<file path="config.mk">
export PLATFORM = sky130hd
export DESIGN_NAME = bswap_unit
export DESIGN_NICKNAME = d
export VERILOG_FILES = /design/src/rtl/bswap_pkg.sv /design/src/rtl/bswap_width_dec.sv /design/src/rtl/bswap_lane_mux.sv /design/src/rtl/bswap_unit.sv
export SDC_FILE = /design/constraint.sdc
export NUM_CORES = 1
export LEC_CHECK = 0
export CORE_ASPECT_RATIO = 1.25
export CORE_MARGIN = 4
export CORE_UTILIZATION = 58
export CTS_CLUSTER_SIZE = 28
export DETAILED_ROUTE_END_ITERATION = 12
export DONT_BUFFER_PORTS = 1
export GPL_TIMING_DRIVEN = 0
export PLACE_DENSITY = 0.76
export SYNTH_ARGS = -nofsm -noshare
export SYNTH_HDL_FRONTEND = slang
export SYNTH_SLANG_ARGS = --single-unit
</file>
<file path="constraint.sdc">
create_clock -name clk_i -period 0.98 [get_ports clk_i]
set_clock_uncertainty 0.15 [all_clocks]
set_input_delay 0.196 -clock clk_i [delete_from_list [all_inputs] [get_ports clk_i]]
set_output_delay 0.196 -clock clk_i [all_outputs]
set_load 0.03 [all_outputs]
</file>
<file path="src/rtl/bswap_pkg.sv">
package bswap_pkg;
  localparam int unsigned BYTE_W = 8;
  localparam int unsigned MIN_W  = 16;

  typedef struct packed {
    logic illegal;
    logic swap;
  } bswap_ctl_t;
endpackage

</file>
<file path="src/rtl/bswap_width_dec.sv">
module bswap_width_dec #(
  parameter int unsigned IMM_W = 32,
  parameter int unsigned NUM_W = 3,
  localparam int unsigned SEL_W = (NUM_W > 1) ? $clog2(NUM_W) : 1
) (
  input  logic [IMM_W-1:0] width_i,
  output logic [SEL_W-1:0] sel_o,
  output logic             legal_o
);
  always_comb begin
    sel_o   = '0;
    legal_o = 1'b0;
    for (int k = 0; k < NUM_W; k++) begin
      if (width_i == IMM_W'(bswap_pkg::MIN_W << k)) begin
        sel_o   = SEL_W'(k);
        legal_o = 1'b1;
      end
    end
  end

  always_comb begin
    if (legal_o) begin
      p_sel_range_r6: assert (int'(sel_o) < NUM_W);
    end
  end
endmodule

</file>
<file path="src/rtl/bswap_lane_mux.sv">
module bswap_lane_mux #(
  parameter int unsigned DATA_W = 64,
  parameter int unsigned NUM_W  = 3,
  localparam int unsigned SEL_W = (NUM_W > 1) ? $clog2(NUM_W) : 1
) (
  input  logic [DATA_W-1:0] operand_i,
  input  logic [SEL_W-1:0]  sel_i,
  input  logic              swap_i,
  output logic [DATA_W-1:0] result_o
);
  import bswap_pkg::*;

  logic [DATA_W-1:0] plain_c [NUM_W];
  logic [DATA_W-1:0] swap_c  [NUM_W];

  for (genvar k = 0; k < NUM_W; k++) begin : g_width
    localparam int unsigned NB = (MIN_W / BYTE_W) << k;
    for (genvar b = 0; b < NUM_W * 0 + DATA_W / BYTE_W; b++) begin : g_byte
      if (b < NB) begin : g_in
        assign plain_c[k][b*BYTE_W +: BYTE_W] = operand_i[b*BYTE_W +: BYTE_W];
        assign swap_c[k][b*BYTE_W +: BYTE_W]  = operand_i[(NB-1-b)*BYTE_W +: BYTE_W];
      end else begin : g_zero
        assign plain_c[k][b*BYTE_W +: BYTE_W] = '0;
        assign swap_c[k][b*BYTE_W +: BYTE_W]  = '0;
      end
    end
  end

  always_comb begin
    result_o = '0;
    for (int k = 0; k < NUM_W; k++) begin
      if (sel_i == SEL_W'(k)) result_o = swap_i ? swap_c[k] : plain_c[k];
    end
  end
endmodule

</file>
<file path="src/rtl/bswap_unit.sv">
module bswap_unit #(
  parameter int unsigned DATA_W          = 64,
  parameter int unsigned IMM_W           = 32,
  parameter bit          HOST_BIG_ENDIAN = 1'b0,
  localparam int unsigned NUM_W = $clog2(DATA_W / bswap_pkg::MIN_W) + 1,
  localparam int unsigned SEL_W = (NUM_W > 1) ? $clog2(NUM_W) : 1
) (
  input  logic              clk_i,
  input  logic              rst_ni,
  input  logic              valid_i,
  input  logic              wide_class_i,
  input  logic              order_i,
  input  logic [IMM_W-1:0]  width_i,
  input  logic [DATA_W-1:0] operand_i,
  output logic              valid_o,
  output logic [DATA_W-1:0] result_o,
  output logic              illegal_o
);
  import bswap_pkg::*;

  logic [SEL_W-1:0]  sel;
  logic              legal;
  logic [DATA_W-1:0] lane_res;
  bswap_ctl_t        ctl;

  bswap_width_dec #(.IMM_W(IMM_W), .NUM_W(NUM_W)) u_dec (
    .width_i (width_i),
    .sel_o   (sel),
    .legal_o (legal)
  );

  // 64-bit class always reverses; 32-bit class reverses when target != host
  always_comb begin
    ctl.illegal = !legal || (wide_class_i && order_i);
    ctl.swap    = wide_class_i || (order_i != HOST_BIG_ENDIAN);
  end

  bswap_lane_mux #(.DATA_W(DATA_W), .NUM_W(NUM_W)) u_lane (
    .operand_i (operand_i),
    .sel_i     (sel),
    .swap_i    (ctl.swap),
    .result_o  (lane_res)
  );

  always_ff @(posedge clk_i or negedge rst_ni) begin
    if (!rst_ni) begin
      valid_o   <= 1'b0;
      result_o  <= '0;
      illegal_o <= 1'b0;
    end else begin
      valid_o <= valid_i;
      if (valid_i) begin
        result_o  <= ctl.illegal ? operand_i : lane_res;
        illegal_o <= ctl.illegal;
      end
    end
  end

  p_valid_lat_r2: assert property (@(posedge clk_i) disable iff (!rst_ni)
    valid_i |=> valid_o);
  p_valid_drop_r2: assert property (@(posedge clk_i) disable iff (!rst_ni)
    !valid_i |=> !valid_o);
  p_hold_r10: assert property (@(posedge clk_i) disable iff (!rst_ni)
    !valid_i |=> ($stable(result_o) && $stable(illegal_o)));
  p_reserved_r7: assert property (@(posedge clk_i) disable iff (!rst_ni)
    (valid_i && wide_class_i && order_i) |=> (illegal_o && result_o == $past(operand_i)));
  p_zero_ext_r3: assert property (@(posedge clk_i) disable iff (!rst_ni)
    (valid_i && !wide_class_i && width_i == IMM_W'(MIN_W))
      |=> (illegal_o || result_o[DATA_W-1:MIN_W] == '0));
  p_bad_width_r6: assert property (@(posedge clk_i) disable iff (!rst_ni)
    (valid_i && width_i != IMM_W'(16) && width_i != IMM_W'(32) && width_i != IMM_W'(64))
      |=> illegal_o);
endmodule

</file>
**Word-level counts from Yosys, hierarchy flattened**

Index checks and enable logic that the tools add are counted.

- Equality and inequality tests: 5
- Multiplexer cells: 12
- Reduce and logical (&&, ||, !) cells: 5

Operators with widths:

| kind | count |
|---|---|
| 64-bit two-way mux | 5 |
| 32-bit by 5-bit == test with 1-bit output, second input constant | 1 |
| 32-bit by 6-bit == test with 1-bit output, second input constant | 1 |
| 32-bit by 7-bit == test with 1-bit output, second input constant | 1 |
| 32-bit two-way mux | 1 |
| 16-bit two-way mux | 1 |
| 1-bit two-way mux | 4 |
| 2-bit by 1-bit == test with 1-bit output, second input constant | 1 |
| 2-bit == test, second input constant | 1 |
| 2-bit logical NOT | 1 |
| 1-bit logical OR | 2 |
| 2-bit two-way mux | 1 |
| 1-bit logical AND | 1 |
| 1-bit logical NOT | 1 |

- Register bits after elaboration: 66
- Output and inout port bits: 66
- Word-level logic and storage cells: 25

**Logic depth before layout (Yosys ltp)**

Gate-level depths: netlist (run 1).

- Depth in word-level cells: 8
- Depth in mapped cells: 8

**Hierarchy**

A second synthesis (run 1) with hierarchy kept.

- Cells, all modules: 606
- Area, all modules: 4695.8 µm²

Modules (own cells, without submodules):

| module | instances | cells an instance | area each (µm²) |
|---|---|---|---|
| bswap_unit | 1 | 355 | 2996.6 |
| bswap_lane_mux | 1 | 232 | 1549.0 |
| bswap_width_dec | 1 | 19 | 150.1 |

**Worst setup path before layout (run 1)**

No wires, ideal clock.

- Kind: input -> register
- Start point: in width_i[4]
- End point: reg result_o[10]
- Library setup time: 0.079 ns
- Arrival time: 1.367 ns
- Slack: -0.616 ns
- Stages on the path: 8
- Path buffers: 4
- Cell sequence: buf_6 > xor2_1 > o211a_1 > buf_6 > nand4_1 > buf_4 > buf_6 > mux2i_1

- Word-level cells in the longest chain between the ends: 8

RTL lines:

| element | line | RTL |
|---|---|---|
| from (decl) | bswap_unit.sv:13 | `input logic [IMM_W-1:0] width_i,` |
| 32-bit by 6-bit == test with 1-bit output | bswap_width_dec.sv:14 | `if (width_i == IMM_W'(bswap_pkg::MIN_W << k)) begin` |
| 1-bit two-way mux | bswap_width_dec.sv:14 |  |
| 2-bit two-way mux | bswap_width_dec.sv:14 |  |
| 2-bit logical NOT | bswap_lane_mux.sv:32 | `if (sel_i == SEL_W'(k)) result_o = swap_i ? swap_c[k] : plain_c[k];` |
| 64-bit two-way mux (3 in a row) | bswap_lane_mux.sv:32 |  |
| 64-bit two-way mux * | bswap_unit.sv:53 | `result_o <= ctl.illegal ? operand_i : lane_res;` |
| to (signal assigned) | bswap_unit.sv:53 |  |
| to (decl) | bswap_unit.sv:16 | `output logic [DATA_W-1:0] result_o,` |

Every way passes the cells marked *; elsewhere a longest branch is shown, timed or not.
A chain may end at the register's enable or synchronous reset.

**Worst setup path in the final report (run 1)**

- Start point: in width_i[4]
- End point: reg result_o[56]

- Word-level cells in the longest chain between the ends: 7

RTL lines:

| element | line |
|---|---|
| 32-bit by 6-bit == test with 1-bit output or 32-bit by 5-bit == test with 1-bit output (tied branches) | bswap_width_dec.sv:14 |
| 1-bit two-way mux | bswap_width_dec.sv:14 |
| 2-bit two-way mux or 1-bit two-way mux (tied branches) | bswap_width_dec.sv:14 |
| 2-bit by 1-bit == test with 1-bit output or 1-bit two-way mux (tied branches) | bswap_lane_mux.sv:32, bswap_width_dec.sv:14 |
| 64-bit two-way mux or 1-bit logical NOT (tied branches) | bswap_lane_mux.sv:32, bswap_unit.sv:34 |
| 64-bit two-way mux or 1-bit logical OR (tied branches) | bswap_lane_mux.sv:32, bswap_unit.sv:34 |
| 64-bit two-way mux * | bswap_unit.sv:53 |

Marked as above.

==> impl_metrics.yaml, run 1 <==
final_layout:
  regArea_um2: 1730
  multi_input_area_um2: 2840
  area_delta_synth_final_pct: 35.3
  final_cells: 681
  fin_nets: 682
  drive_above_1_share: 0.370
  antenna_cells: 0
  n_fill_cell: 468
clock_network:
  cts_tree: "done"
  cts_max_path_buffers: 2
  worstSkewPairLatency_ns: 0.36
  htree_levels: 3
  root_buffer: "clkbuf_8"
  postCtsHoldBufs: 65
  cts.sinks: 66
  clk_pin_slew_worst_paths_ns: 0.08
  cts_buffers: 9
placed_design:
  dp.cells: 589
  globalplace.congestion: 0.954
  io_buffers: 0
  dp_hpwl_mm: 12.2
global_routing:
  antenna_found_initial: 0
  grt-ovfl-total: 0
  grt_pass1_wl_mm: 28.4
  grt_max_degree: 67
  track_usage: 0.404
  grt_pass1_vias: 5068
job:
  drv_cap: 0
floorplanning:
  core.rowCount: 36
  die_w_um: 87.7
  core_um2: 7750
  die_y_um: 108
  die-area_um2: 9430
  initial_core_util: 0.594
  ios: 167
detailed_routing:
  avgViaCountPerCell: 7.15
  drt_iter0_drc: 662
  ant_nets: 0
  drt-wirelength-per-cell_um: 28.1
  drc: 0
  drtPass1Iterations: 8
  num_vias: 4871
  wirelength_mm: 19.1
hold_path:
  hp-class: "input port to asynchronous set/reset pin"
power:
  power_mw: 7.60
  p_leak_nw: 2.41
  peakVddDrop_mv: 1.38
  p_per_area_nw_per_um2: 1220
setup_path:
  reg2reg_slack_ns: -0.24
  cp_slowest_cell: "and4_4"
  cp-startpoint: "width_i[4]"
  path_buf_inv: 4
  regToRegEndpoint: "result_o[24]"
  path_cells: "buf_8, o21ai_0, o211a_1, buf_6, and4_4, buf_12, buf_12, o211ai_2"
  required_ns: 1.07
  critPathTopFamily: "buffers and inverters"
  r2r_cells: 3
  crit_fanout: 7
  worst_setup_path_end_kind: "flop"
  arrival_ns: 1.43
  critPathMaxStageDelay_ns: 0.24
  r2r_start: "result_o[24]"
  critical_path_class: "input port to flop"
  critPathLaunchType: "input port"
  crit_path_frequent_cell: "buf_12"
timing:
  max_slew_margin: 0.690
  setup_violations: 131
  hold_viol_final: 66
  period_needed_ns: 1.34
  tightest_slew_ns: 0.464
  setup_ws_ns: -0.358
  hold_slack_ns: -0.640
  fin_tns_setup_ns: -33.80
  rsz0062_at_grt: "true"
  max_freq_mhz: 748
  finalCritPeriodShare: 1.36
  finalMaxSlewViolations: 0
synth:
  postSynthNetCount: 595
  synth_area_leader_cell: "dfrtp_1"
  syn_area_per_cell_um2: 9.31
  synth_cells: 494
  synth.area.top_cells: "dfrtp_1 36%, o211ai_2 8.2%, mux2i_1 7.0%"
  netlist_area_um2: 4600
  yosysWarnings: 0
  yosysSeqAreaShare: 0.359
  synth.distinct_cells: 35
  netlist.area_leader.share: 0.359
  synth-seq-cells: 66
run_status:
  violations: "negative hold slack, negative setup slack"
  status: "finished with violations"
per-stage QoR:
| step | area (um^2) | setup WS [ns] | util |
|---|---|---|---|
| 2_1_floorplan | 4640 | -0.578 | - |
| 3_3_place_gp | 4760 | -0.855 | 0.615 |
| 3_5_place_dp | 4760 | -0.883 | 0.615 |
| 4_1_cts | 6030 | -0.334 | 0.778 |
| 5_1_grt | 6220 | -0.388 | 0.803 |
| 6_report | 6220 | -0.358 | 0.803 |
metal layers:
layer	wire length [um]	GRT usage
met1	6400	0.461
met2	9080	0.664
met4	1290	0.230
met5	0	0
met3	2360	0.119
timing repair:
action,4_1_cts,5_1_grt
endpoints found under the hold margin,131,66
pin swaps,9,11
cloned,3,2
resized for setup,136,44
endpoints found under the setup margin,131,131
buffers inserted,8,2
worst max-delay path by stage:
| stage | end | slack, ns | depth (start not counted) |
|---|---|---|---|
| finish | result_o[56] | -0.36 | 8 |
| global route | result_o[52] | -0.39 | 7 |
| CTS | result_o[34] | -0.33 | 7 |
| detailed placement | result_o[53] | -0.88 | 7 |
| global placement | result_o[55] | -0.86 | 7 |
| floorplan | result_o[42] | -0.58 | 7 |
state kept, by name, indices dropped and copies added (netlist names):
| register | count |
|---|---|
| illegal_o | 1 |
| result_o | 64 |
| valid_o | 1 |
cells in the final DEF, fill, tap and decap left out, types with 4 or more instances in the layout:
master         Yosys  layout
dfrtp_2            0      66
dlygate4sd3_1      0      65
nand2_1           50      50
nand3b_1          42      42
nand4_1           34      34
nand2b_1          34      33
o211ai_2          30      30
mux2i_1           32      29
nor3b_1           23      22
clkbuf_2           0      19
nor2b_1           15      15
a211oi_1          16      14
o21ai_2            0      14
clkbuf_8           0      13
o21ai_0           28      12
buf_4              1      12
a41oi_1           15      12
o221ai_1          11      11
buf_6              7      10
buf_2             14       8
buf_12             0       7
a21oi_1            5       5
clkbuf_4           0       4
clkbuf_1          37       4
cell usage after synthesis (all sizes together):
library cell  count
and4              3
nor4              6
mux2i            32
o211a             1
nand4            34
a41oi            15
xnor2             1
o21ai            28
a211oi           16
a221oi            5
or2               1
nand2            50
and4b             1
nand2b           34
nor3              2
a21oi             5
dfrtp            66
nor2              2
o221ai           11
buf              24
nor2b            15
clkbuf           37
o21bai            1
o211ai           33
xor2              2
o21a              2
nor3b            23
o21ba             1
and3              1
nand3b           42
power breakdown:
part	leakage (nW)	switching [mW]	internal [mW]	total, mW
clock network	0.105	1.14	1.30	2.44
registers	0.720	0.698	3.02	3.71
logic	1.58	0.737	0.708	1.45
final cells by class:
| class | count | area share |
|---|---|---|
| buffer | 57 | 0.0736 |
| clock buffer | 11 | 0.0243 |
| clock inverter | 5 | 0.00845 |
| multi-input combinational | 367 | 0.456 |
| sequential | 66 | 0.279 |
| tap | 95 | 0.0191 |
| timing repair buffer | 80 | 0.139 |
logic make-up (layout without fill, tap and decap cells):
family,Yosys count,in the layout,synth area share
and+or+nand+nor,214,214,0.283
AOI/OAI and AO/OA,118,118,0.217
DFF,66,66,0.359
buffers and inverters,61,153,0.0658
muxes,32,32,0.0696
xor gates and xnor gates,3,3,0.00571
worst register-to-register path, delay by kind of cell (launching register included):
family          cells  cell delay (ns)
compound gates      2             0.31
simple gates        1             0.17
flops               1             0.49
Note: power is estimated with default switching activity, not from simulation.
==> run 2: changes to the inputs <==
CORE_UTILIZATION = 65   (was 58)
PLACE_DENSITY = 0.81   (was 0.76)
TNS_END_PERCENT = 20   (was default)
clock period = 1.3 ns   (was 0.98 ns; I/O delays follow)
==> run 2 against run 1 <==
Against the previous run: the flow still finishes with violations (negative hold slack, negative setup slack); largest power group unchanged; wire length rose by 4.1%; die area fell by 9.9%; sequential power fell by 25%; sequential share of layout area rose by 0.18 points; global-route usage rose by 3.5 points; clock power fell by 26%; critical endpoint is now result_o[22]; critical path type unchanged.
==> impl_metrics.yaml, run 2 (synthesized netlist as in run 1, its figures left out) <==
final_layout:
  fin_area_um2: 6000
  reg_top3: "result_o: 64 flops, illegal_o: 1 flops, valid_o: 1 flops"
  antenna_cells: 0
  n_fill_cell: 348
  layout_commonest_cell: "dlygate4sd3_1"
  final_cell_mix: "66 x dlygate4sd3_1, 50 x nand2_1, 42 x nand3b_1"
  largest_reg_flops: 64
  drive_above_1_share: 0.249
  top_register: "result_o"
  area_delta_synth_final_pct: 30.5
  fin_nets: 679
detailed_routing:
  avgViaCountPerCell: 7.64
  drt-wirelength-per-cell_um: 29.6
  drt_iter0_drc: 665
  ant_nets: 0
  wirelength_mm: 19.9
  num_vias: 5140
  drc: 0
  drtPass1Iterations: 8
timing:
  finalMaxSlewViolations: 0
  period_needed_ns: 1.51
  max_freq_mhz: 663
  max_slew_margin: 0.648
  rsz0062_at_grt: "true"
  hold_viol_final: 67
  finalCritPeriodShare: 1.16
  setup_ws_ns: -0.208
  fin_tns_setup_ns: -9.10
  tightest_slew_ns: 0.529
  hold_slack_ns: -0.566
  setup_violations: 72
run_status:
  status: "finished with violations"
  violations: "negative hold slack, negative setup slack"
floorplanning:
  ios: 167
  initial_core_util: 0.663
  core_um2: 6930
  core.rowCount: 34
  die_y_um: 102
  die_w_um: 83.2
  die-area_um2: 8490
placed_design:
  dp_hpwl_mm: 12.5
  globalplace.congestion: 0.948
  postPlaceCellArea_um2: 4740
  io_buffers: 0
setup_path:
  arrival_ns: 1.56
  reg2reg_slack_ns: -0.08
  cp-startpoint: "width_i[4]"
  required_ns: 1.36
  critPathLaunchType: "input port"
  worst_setup_path_end_kind: "flop"
  critical_path_class: "input port to flop"
  r2r_start: "result_o[22]"
  crit_fanout: 10
clock_network:
  htree_levels: 3
  clk_pin_slew_worst_paths_ns: 0.09
  worstSkewPairLatency_ns: 0.35
  cts_buffers: 9
  cts.sinks: 66
  root_buffer: "clkbuf_8"
  cts_max_path_buffers: 2
  cts_tree: "done"
  postCtsHoldBufs: 66
job:
  drv_cap: 0
power:
  peakVddDrop_mv: 0.669
  p_leak_nw: 2.37
  p_per_area_nw_per_um2: 936
global_routing:
  grt_max_degree: 67
  grt_pass1_wl_mm: 28.8
  grt_pass1_vias: 5214
  track_usage: 0.440
  grt-ovfl-total: 0
  antenna_found_initial: 0
hold_path:
  hp-class: "input port to asynchronous set/reset pin"
-- run 2: cell types whose count changed in the layout (fill, tap and decap cells not counted), sizes merged --
cell / delta
clkinvlp: +2
clkbuf: +4
dlygate4sd3: +1
bufbuf: +1
buf: -10
clkinv: -1
-- run 2: worst max-delay path: stages --
cell      delay (ns)
buf_8           0.11
xor2_1          0.14
o211a_1         0.24
buf_6           0.15
clkbuf_4        0.21
a41oi_1         0.29
o21ai_0         0.16
-- run 2: path summary, 6_finish.rpt --
kind / depth (start not counted) / to
hold reg to reg: 1 / illegal_o
hold / removal: 0 / result_o[35]
setup reg to reg: 3 / result_o[22]
min in group clk_i: 2 / result_o[4]
max in group asynchronous: 0 / result_o[15]
setup / recovery: 7 / result_o[22]
-- run 2: what timing repair did --
action,in CTS,in global routing
buffers inserted,5,0
gates resized for setup,61,56
pin swaps,8,5
setup endpoints to repair,76,91
endpoints found under the hold margin,123,66
cloned,2,2
-- run 2: where the power goes --
group          internal, mW  leakage [nW]  switching, mW
sequential             2.25         0.764          0.531
clock                 0.937        0.0945          0.865
combinational         0.499          1.51          0.542
total                  3.68          2.37           1.94
-- run 2: metal layers --
metal	vias to the layer above	part of all wire	GRT usage
met3	179	0.14	0.109
met2	602	0.46	0.759
met5	-	0	0
met4	0	0.079	0.242
met1	2330	0.32	0.505
li1	2029	-	-
-- run 2: stage by stage --
| stage | utilization | total power, mW | setup slack [ns] | cells |
|---|---|---|---|---|
| after floorplan | - | 3.33 | -0.322 | 494 |
| after global placement | 0.683 | 3.50 | -0.788 | 584 |
| after detailed placement | 0.683 | 3.54 | -0.819 | 584 |
| after CTS | 0.842 | 5.50 | -0.166 | 671 |
| after global routing | 0.866 | 5.76 | -0.249 | 673 |
| final | 0.866 | 5.62 | -0.208 | 673 |
-- run 2: final cells by class --
type | count | area, um^2 | share of cell area
timing repair buffer | 75 | 812 | 0.135
clock inverter | 6 | 66.3 | 0.0110
tap | 90 | 113 | 0.0188
buffer | 59 | 427 | 0.0711
multi-input combinational | 367 | 2760 | 0.460
clock buffer | 10 | 138 | 0.0229
sequential | 66 | 1680 | 0.281
==> run 3: changes to the inputs <==
CORE_MARGIN = 1.5   (was 4)
HOLD_SLACK_MARGIN = 0.06   (was default)
==> run 3 against run 2 <==
Against the previous run: the flow still finishes with violations (negative hold slack, negative setup slack); register-to-register slack gained 0.07 ns; final cell count grew 0.15%; critical path depth shrank 2; worst setup slack gained 0.0052 ns; sequential share of layout area shrank 0.12 points; utilization grew 0.97 points; global-route usage grew 5.0 points; maximum frequency grew 0.35%; worst hold slack gained 0.0086 ns; total power shrank 1.0%; highest routed layer unchanged.
==> impl_metrics.yaml, run 3 (synthesized netlist as in run 1, its figures left out) <==
power:
  p_per_area_nw_per_um2: 922
  p_leak_nw: 2.39
  peakVddDrop_mv: 1.00
global_routing:
  grt_max_degree: 67
  grt_pass1_vias: 5108
  grt-ovfl-total: 0
  grt_pass1_wl_mm: 28.1
  antenna_found_initial: 0
  track_usage: 0.489
hold_path:
  hp-class: "input port to asynchronous set/reset pin"
setup_path:
  critical_path_class: "input port to flop"
  path_cells: "buf_2, buf_2, clkbuf_4, mux2i_1, mux2i_1"
  required_ns: 1.36
  worst_setup_path_end_kind: "flop"
  crit_fanout: 10
  cp_slowest_cell: "mux2i_1"
  critPathMaxStageDelay_ns: 0.33
  arrival_ns: 1.56
  critPathLaunchType: "input port"
detailed_routing:
  ant_nets: 0
  num_vias: 5074
  wirelength_mm: 19.0
  drt_iter0_drc: 694
  drt-wirelength-per-cell_um: 28.1
  drtPass1Iterations: 9
  avgViaCountPerCell: 7.53
  drc: 0
timing:
  setup_ws_ns: -0.202
  rsz0062_at_grt: "true"
  hold_viol_final: 66
  max_slew_margin: 0.599
  tightest_slew_ns: 0.602
  period_needed_ns: 1.50
  finalMaxSlewViolations: 0
  max_freq_mhz: 666
  setup_violations: 65
  finalCritPeriodShare: 1.16
  hold_slack_ns: -0.557
clock_network:
  worstSkewPairLatency_ns: 0.34
  htree_levels: 3
  cts_max_path_buffers: 2
  cts_buffers: 9
  cts_tree: "done"
  cts.sinks: 66
  postCtsHoldBufs: 65
  clk_pin_slew_worst_paths_ns: 0.09
  root_buffer: "clkbuf_8"
final_layout:
  drive_above_1_share: 0.252
  reg_top3: "result_o: 64 flops, illegal_o: 1 flops, valid_o: 1 flops"
  top_register: "result_o"
  antenna_cells: 0
  final_cell_mix: "65 x dlygate4sd3_1, 50 x nand2_1, 42 x nand3b_1"
  fin_nets: 680
  layout_commonest_cell: "dlygate4sd3_1"
  largest_reg_flops: 64
  final_cells: 674
  area_delta_synth_final_pct: 31.1
floorplanning:
  core.rowCount: 34
  die_y_um: 97.1
  die-area_um2: 7590
  core_um2: 6890
  die_w_um: 78.2
  initial_core_util: 0.667
  ios: 167
job:
  drv_cap: 0
placed_design:
  io_buffers: 0
  dp_hpwl_mm: 11.8
  globalplace.congestion: 1.01
  dp.cells: 584
run_status:
  status: "finished with violations"
  violations: "negative hold slack, negative setup slack"
## run 3: worst max-delay path, delay by kind of cell
kind / cells / cell delay, ns
multiplexers: 2 / 0.47
buffers and inverters: 3 / 0.82
## run 3: cell type report
type | instances | area [um^2]
fill | 362 | 860
buffer | 56 | 425
multi-input combinational | 367 | 2750
clock buffer | 9 | 124
sequential | 66 | 1690
tap | 90 | 113
timing repair buffer | 79 | 866
clock inverter | 7 | 70.1
## run 3: power by group
| part | switching [mW] | internal, mW | total, mW |
|---|---|---|---|
| combinational | 0.543 | 0.497 | 1.04 |
| sequential | 0.530 | 2.25 | 2.78 |
| clock | 0.864 | 0.882 | 1.75 |
## run 3: through the flow
stage / util / TNS (ns) / worst slack, ns / total power, mW / cell area (um^2)
2_1_floorplan: - / -18.50 / -0.322 / 3.33 / 4630
3_3_place_gp: 0.688 / -34.77 / -0.638 / 3.49 / 4740
3_5_place_dp: 0.688 / -38.09 / -0.684 / 3.52 / 4740
4_1_cts: 0.854 / -4.55 / -0.135 / 5.42 / 5890
5_1_grt: 0.875 / -10.51 / -0.253 / 5.68 / 6030
6_report: 0.875 / -6.52 / -0.202 / 5.56 / 6030
## run 3: worst paths after layout
| path | from | to | slack, ns | cells after the start |
|---|---|---|---|---|
| max in group asynchronous | rst_ni | result_o[57] | 1.42 | 0 |
| min | rst_ni | valid_o | -0.56 | 0 |
| max reg2reg | result_o[22] | result_o[22] | -0.01 | 3 |
| max | valid_i | result_o[4] | -0.20 | 5 |
| min reg2reg | result_o[35] | result_o[35] | 0.50 | 2 |
| min in group clk_i | operand_i[9] | result_o[9] | 0.07 | 2 |
## run 3: metal layers
metal | share of wire | GRT usage | wire, um
met1 | 0.33 | 0.583 | 6330
met2 | 0.46 | 0.772 | 8660
met3 | 0.13 | 0.142 | 2420
met4 | 0.082 | 0.301 | 1550
met5 | 0 | 0 | 0
## run 3: what timing repair did
action / in CTS / in global routing
setup endpoints to repair: 67 / 96
buffers inserted: 9 / 1
resized for setup: 58 / 68
endpoints found under the hold margin: 130 / 66
gates cloned: 3 / 1
pin swaps: 6 / 7
